==> src/rtl/wlock_pkg.sv <==
package wlock_pkg;

    // default frame length in bits
    localparam int unsigned DEF_FRAME_LEN = 3;

    typedef enum logic {
        ST_SCAN   = 1'b0,
        ST_LOCKED = 1'b1
    } lock_state_e;

    // width needed to hold slot indices 0..n-1
    function automatic int unsigned slot_width(input int unsigned n);
        return (n > 1) ? $clog2(n) : 1;
    endfunction

    // width needed to hold a count 0..n
    function automatic int unsigned count_width(input int unsigned n);
        return $clog2(n + 1);
    endfunction

    // smallest count that forms a strict majority of n
    function automatic int unsigned majority_of(input int unsigned n);
        return n / 2 + 1;
    endfunction

endpackage

==> src/rtl/wlock_slot_ctr.sv <==
module wlock_slot_ctr
    import wlock_pkg::*;
#(
    parameter int unsigned FRAME_LEN = DEF_FRAME_LEN,
    localparam int unsigned SLOT_W   = slot_width(FRAME_LEN)
) (
    input  logic              clk,
    input  logic              rst,
    input  logic              run,
    output logic [SLOT_W-1:0] slot,
    output logic              frame_end
);
    localparam logic [SLOT_W-1:0] LAST_SLOT = SLOT_W'(FRAME_LEN - 1);

    assign frame_end = (slot == LAST_SLOT);

    always_ff @(posedge clk) begin
        if (rst) begin
            slot <= '0;
        end else if (!run) begin
            slot <= '0;
        end else if (frame_end) begin
            slot <= '0;
        end else begin
            slot <= slot + SLOT_W'(1);
        end
    end
endmodule

==> src/rtl/wlock_ones_acc.sv <==
module wlock_ones_acc
    import wlock_pkg::*;
#(
    parameter int unsigned FRAME_LEN = DEF_FRAME_LEN,
    localparam int unsigned CNT_W    = count_width(FRAME_LEN),
    localparam int unsigned NEED     = majority_of(FRAME_LEN)
) (
    input  logic             clk,
    input  logic             rst,
    input  logic             run,
    input  logic             frame_end,
    input  logic             bit_in,
    output logic [CNT_W-1:0] ones_cnt,
    output logic             frame_pass
);
    logic [CNT_W-1:0] total;

    assign total      = ones_cnt + CNT_W'(bit_in);
    assign frame_pass = run && frame_end && (total >= CNT_W'(NEED));

    always_ff @(posedge clk) begin
        if (rst || !run || frame_end) begin
            ones_cnt <= '0;
        end else begin
            ones_cnt <= total;
        end
    end
endmodule

==> src/rtl/wlock_latch_ctrl.sv <==
module wlock_latch_ctrl
    import wlock_pkg::*;
(
    input  logic clk,
    input  logic rst,
    input  logic frame_pass,
    output logic scanning,
    output logic locked
);
    lock_state_e state_q, state_d;

    always_comb begin
        state_d = state_q;
        unique case (state_q)
            ST_SCAN:   if (frame_pass) state_d = ST_LOCKED;
            ST_LOCKED: state_d = ST_LOCKED;
            default:   state_d = ST_SCAN;
        endcase
    end

    always_ff @(posedge clk) begin
        if (rst) state_q <= ST_SCAN;
        else     state_q <= state_d;
    end

    assign scanning = (state_q == ST_SCAN);
    assign locked   = (state_q == ST_LOCKED);
endmodule

==> src/rtl/wlock_detector.sv <==
module wlock_detector
    import wlock_pkg::*;
#(
    parameter int unsigned FRAME_LEN = DEF_FRAME_LEN,
    localparam int unsigned SLOT_W   = slot_width(FRAME_LEN),
    localparam int unsigned CNT_W    = count_width(FRAME_LEN)
) (
    input  logic              clk,
    input  logic              rst,
    input  logic              din,
    output logic              locked,
    output logic [SLOT_W-1:0] phase
);
    logic             scanning;
    logic             frame_end;
    logic             frame_pass;
    logic [CNT_W-1:0] ones_cnt;

    wlock_slot_ctr #(.FRAME_LEN(FRAME_LEN)) u_slot (
        .clk       (clk),
        .rst       (rst),
        .run       (scanning),
        .slot      (phase),
        .frame_end (frame_end)
    );

    wlock_ones_acc #(.FRAME_LEN(FRAME_LEN)) u_acc (
        .clk        (clk),
        .rst        (rst),
        .run        (scanning),
        .frame_end  (frame_end),
        .bit_in     (din),
        .ones_cnt   (ones_cnt),
        .frame_pass (frame_pass)
    );

    wlock_latch_ctrl u_ctrl (
        .clk        (clk),
        .rst        (rst),
        .frame_pass (frame_pass),
        .scanning   (scanning),
        .locked     (locked)
    );
endmodule

==> config.mk <==
export PLATFORM = sky130hd
export DESIGN_NAME = wlock_detector
export DESIGN_NICKNAME = d
export VERILOG_FILES = /design/src/rtl/wlock_pkg.sv /design/src/rtl/wlock_slot_ctr.sv /design/src/rtl/wlock_ones_acc.sv /design/src/rtl/wlock_latch_ctrl.sv /design/src/rtl/wlock_detector.sv
export SDC_FILE = /design/constraint.sdc
export NUM_CORES = 1
export LEC_CHECK = 0
export ABC_AREA = 1
export ABC_CLOCK_PERIOD_IN_PS = 900
export BUFFER_PORTS_ARGS = -buffer_cell sky130_fd_sc_hd__buf_2
export CAP_MARGIN = 15
export CORE_AREA = 2 2 39 41
export CTS_CLUSTER_DIAMETER = 200
export DETAILED_ROUTE_END_ITERATION = 8
export DIE_AREA = 0 0 41 43
export GPL_TIMING_DRIVEN = 0
export SKIP_LAST_GASP = 1
export SLEW_MARGIN = 30
export SYNTH_ARGS = -nofsm -noshare
export SYNTH_HDL_FRONTEND = slang
export SYNTH_SLANG_ARGS = --single-unit
==> constraint.sdc <==
create_clock -name clk -period 0.9 [get_ports clk]
set_input_delay 0.09 -clock clk [delete_from_list [all_inputs] [get_ports clk]]
set_output_delay 0.09 -clock clk [all_outputs]
set_load 0.03 [all_outputs]
* After elaboration in Yosys (flattened, before gate mapping)
Index checks and enable logic that the tools add are counted.
** Cells by class
- Add/sub/neg operators :: 2
- Muxes and demuxes :: 2
- Reduce and logical (&&, ||, !) cells :: 5
- Magnitude comparators :: 1
- Equality and inequality tests :: 1
- Bitwise logic cells :: 1
** Operators with widths (count)
- 3-bit OR reduction :: 1
- 2-bit by 1-bit adder with 2-bit output :: 1
- 2-bit by 1-bit adder with 2-bit output, second input constant :: 1
- 2-bit == test, second input constant :: 1
- 2-bit >= comparator, second input constant :: 1
- 1-bit logical AND :: 2
- 1-bit logical OR :: 2
- 1-bit one-hot mux with 2 select lines :: 1
- 1-bit 2-to-1 mux :: 1
- 1-bit inverter :: 1
** Storage, ports and cells
- Bits in registers :: 5
- Bits of input ports :: 3
- Logic and storage cells :: 15
- Output and inout bits :: 3

* Logic depth before layout (Yosys ltp)
- Word-level depth :: 5
- Mapped depth :: 6

* Cells and area by module
From an unflattened synthesis, not the netlist that was laid out.
** Second synthesis, totals
- Cell total of the unflattened synthesis :: 29
- Area, all modules :: 215.2 µm²
** Modules (own cells, without submodules)
- wlock_ones_acc :: seq. area each 40.0 µm², instances 1, area each 102.6 µm², cells an instance 16
- wlock_slot_ctr :: seq. area each 40.0 µm², instances 1, area each 81.3 µm², cells an instance 9
- wlock_latch_ctrl :: seq. area each 20.0 µm², instances 1, area each 31.3 µm², cells an instance 4

* Least setup slack after synthesis
No wires, ideal clock.
- Path kind :: register to register
- From :: register u_slot.slot[0]
- To :: register u_acc.ones_cnt[1]
- Setup time :: 0.066 ns
- Stages on the path, launching flop included :: 6
- Data arrival time :: 1.008 ns
- Path buffers :: 0
- Slack :: -0.175 ns
- Path through :: dfxtp_1 -> inv_1 -> ha_1 -> inv_1 -> nand2_1 -> a21oi_2
** On the way
- Cells in the longest elaborated chain, start to end :: 2
** Ends and longest elaborated chain
- from (decl) :: RTL line wlock_slot_ctr.sv:10 : output logic [SLOT_W-1:0] slot,
- from (signal assigned) :: RTL line wlock_slot_ctr.sv:25 : slot <= slot + SLOT_W'(1);
- 2-bit == test :: RTL line wlock_slot_ctr.sv:15 : assign frame_end = (slot == LAST_SLOT);
- 1-bit logical OR :: RTL line wlock_ones_acc.sv:22 : if (rst || !run || frame_end) begin
- to (signal assigned) :: RTL line wlock_ones_acc.sv:25 : ones_cnt <= total;
- to (decl) :: RTL line wlock_ones_acc.sv:13 : output logic [CNT_W-1:0] ones_cnt,
No other way between the ends.
A chain may end at the register's enable or synchronous reset.

* Final worst setup path
- From :: register u_slot.slot[0]
- To :: output phase[0]
** RTL lines
- to (decl) :: RTL line wlock_detector.sv:12 : output logic [SLOT_W-1:0] phase
No word-level cell between the ends.

==> flow_summary.yaml <==
run_status:
  outcome: "finished clean"
clock_network:
  cts-buffers-inserted: 3
  root_buffer: "clkbuf_4"
  clockBufferDepth: 2
  cts.htree.levels: 1
  postCtsSetupRepairBufs: 0
  postCtsHoldBufs: 0
  cts_tree: "done"
  insertion_delay_ns: 0.24
  clock-sinks: 5
  clkTransAtPathRegs_ns: 0.05
critical_path:
  critPathMaxFanout: 3
  worst_ep_required_time_ns: 0.81
  worstSetupEndpointType: "output port"
  crit_slowest_cell: "dfxtp_4"
  start_kind: "register"
  rr_endpoint: "u_ctrl.locked$_SDFF_PP0_"
  critPathKind: "register to output port"
  path_delay_family: "flip-flops"
  r2r_cells: 6
  reg2reg_slack_ns: 0.05
  worstPathArrival_ns: 0.78
  slowest_delay_ns: 0.35
  path_buf_inv: 1
  timing.rr.start: "u_slot.slot[0]$_SDFF_PP0_"
  crit_chain: "buf_2"
floorplan:
  coreArea_um2: 1380
  dieArea_um2: 1760
  initial_core_util_pct: 14.5
  dieWidth_um: 41
  die_h_um: 43
  ios: 6
  fp-row-count: 14
synthesis:
  ys_top_cells_by_count: "7 x inv_1, 5 x dfxtp_1, 4 x nand2_1, 4 x nor2_1, 2 x ha_1"
  syn_area_um2: 200
  yosysTopAreaCellShare_pct: 50.0
  synthCells: 25
  ys_types: 8
  syn_area_per_cell_um2: 8.01
  synth_most_common_cell: "inv_1"
  yosysWarnings: 0
  yosysTopAreaCell: "dfxtp_1"
  synth_flop_cell: "dfxtp_1"
  syn-num-nets: 30
  synth.area.top_cells: "dfxtp_1 50%, inv_1 13%, ha_1 13%"
  seq_area_frac_synth_pct: 50.0
  synth_edf_count: 0
  synth-seq-cells: 5
  async_flop_share_pct: 0
drt:
  wl_um: 357
  drt_iter0_drc: 5
  drc_errors: 0
  dr_total_vias: 169
  wl_per_cell_um: 7.14
  firstDrtPassIters: 2
  vias_per_cell: 3.38
  ant_nets: 0
global_routing:
  grt-ovfl-total: 0
  antenna_found_initial: 0
  globalRouteTotalUtil_pct: 5.13
  grt_max_degree: 5
  grt_pass1_vias: 158
  grt_pass1_wl_um: 524
final_layout:
  final_util_pct: 22.1
  final_nets: 40
  area_delta_synth_final_pct: 52.5
  n_antenna_cell: 0
  drive_gt1_share_pct: 44.1
timing:
  fin_setup_tns_ns: 0
  hold_viol_final: 0
  fin_crit_ns: 0.868
  setup_viol: 0
  post-route-period-util_pct: 96.5
  tightestPinTransition_ns: 0.197
  relSlewSlack_pct: 86.8
  hold_ws_ns: 0.0865
  max_freq_ghz: 1.15
  grt_setup_unrepaired: "no"
  slew_viol_final: 0
  clock_skew_ns: 0.00922
hold_path:
  worstHoldPathType: "input port to register"
  min_to: "u_ctrl.locked$_SDFF_PP0_"
  min_from: "rst"
  hold_depth: 4
power:
  internal-power_mw: 0.506
  power_density_nw_per_um2: 2400
  switching_share_pct: 31.0
  p_sw_mw: 0.228
  p_leak_nw: 0.144
  power.total_mw: 0.734
  clkPwrFrac_pct: 34.8
  pwr-share-seq_pct: 39.6
  pwr-share-comb_pct: 25.6
  worst_ir_drop_vdd_v: 0.000539
placed_design:
  hpwl_um: 285
  gp_congestion: 0.603
  portBuffers: 5
job:
  drv_cap: 0
[state kept, by name, summed over array words and instances (netlist names)]
register        flops
u_slot.slot         2
u_acc.ones_cnt      2
u_ctrl.locked       1
[metrics by stage]
stage | std cells | area [µm²] | setup slack [ns]
after floorplan | 25 | 213 | 0.00283
after global placement | 46 | 258 | 0.0538
after detailed placement | 46 | 258 | 0.0168
after CTS | 50 | 284 | 0.00117
after global routing | 50 | 305 | 0.00134
final | 50 | 305 | 0.0315
[kinds of logic (layout without fill, tap and decap cells)]
group | Yosys count | after routing | share of synthesized area [%]
adder cells (fa/ha/maj) | 2 | 2 | 12.5
AND/OR/NAND/NOR | 9 | 9 | 17.5
flip-flops | 5 | 5 | 50.0
AO/OA/AOI/OAI | 2 | 2 | 6.87
buffers and inverters | 7 | 16 | 13.1
[cell usage in the layout, fill, tap and decap left out, types with 2 or more instances in the layout]
master / instances
inv_1: 5
clkbuf_4: 3
inv_2: 2
nand2_1: 3
buf_2: 4
dfxtp_1: 3
dfxtp_4: 2
nor2_1: 4
[power groups by stage]
| stage | clock network, mW | logic [mW] | registers, mW |
|---|---|---|---|
| 2_1_floorplan | 0 | 0.0773 | 0.334 |
| 3_3_place_gp | 0 | 0.158 | 0.290 |
| 3_5_place_dp | 0 | 0.168 | 0.290 |
| 4_1_cts | 0.266 | 0.169 | 0.286 |
| 5_1_grt | 0.286 | 0.211 | 0.296 |
| 6_report | 0.255 | 0.188 | 0.290 |
[worst reg2reg max path: cells and delay by family, from the launching register on]
family                   cells  cell delay, ns
buffers and inverters        3            0.14
flip-flops                   1            0.34
AO/OA/AOI/OAI                1            0.13
adder cells (fa/ha/maj)      1            0.12
AND/OR/NAND/NOR              1            0.06
[how the worst max path moves through the flow]
stage / start / to / slack, ns / cells past startpoint
CTS: u_slot.slot[0]$_SDFF_PP0_ / u_acc.ones_cnt[1]$_SDFF_PP0_ / 0.001 / 5
floorplan: u_slot.slot[0]$_SDFF_PP0_ / u_ctrl.locked$_SDFF_PP0_ / 0.003 / 6
global placement: u_slot.slot[0]$_SDFF_PP0_ / u_acc.ones_cnt[1]$_SDFF_PP0_ / 0.05 / 5
finish: u_slot.slot[0]$_SDFF_PP0_ / phase[0] / 0.03 / 1
global route: u_slot.slot[1]$_SDFF_PP0_ / phase[1] / 0.001 / 1
detailed placement: u_slot.slot[0]$_SDFF_PP0_ / u_acc.ones_cnt[1]$_SDFF_PP0_ / 0.02 / 5
[layout make-up]
class | count | area [µm²]
well taps | 16 | 20.0
fillers | 158 | 1080
clock buffers | 4 | 26.3
flip-flops and latches | 5 | 108
inverters | 7 | 26.3
repair buffers | 5 | 31.3
multi-input cells | 13 | 93.8
[timing repair]
item / 4_1_cts / 5_1_grt
pin swaps: 1 / 0
setup endpoints to repair: 1 / 6
resized for setup: 0 / 6
[metal layers]
layer / global-route usage, % / part of all wire [%]
met4: 4.00 / 0
met1: 5.16 / 44
met3: 4.71 / 7.3
met2: 6.25 / 48
met5: 0 / 0
(Power assumes the default switching activity.)
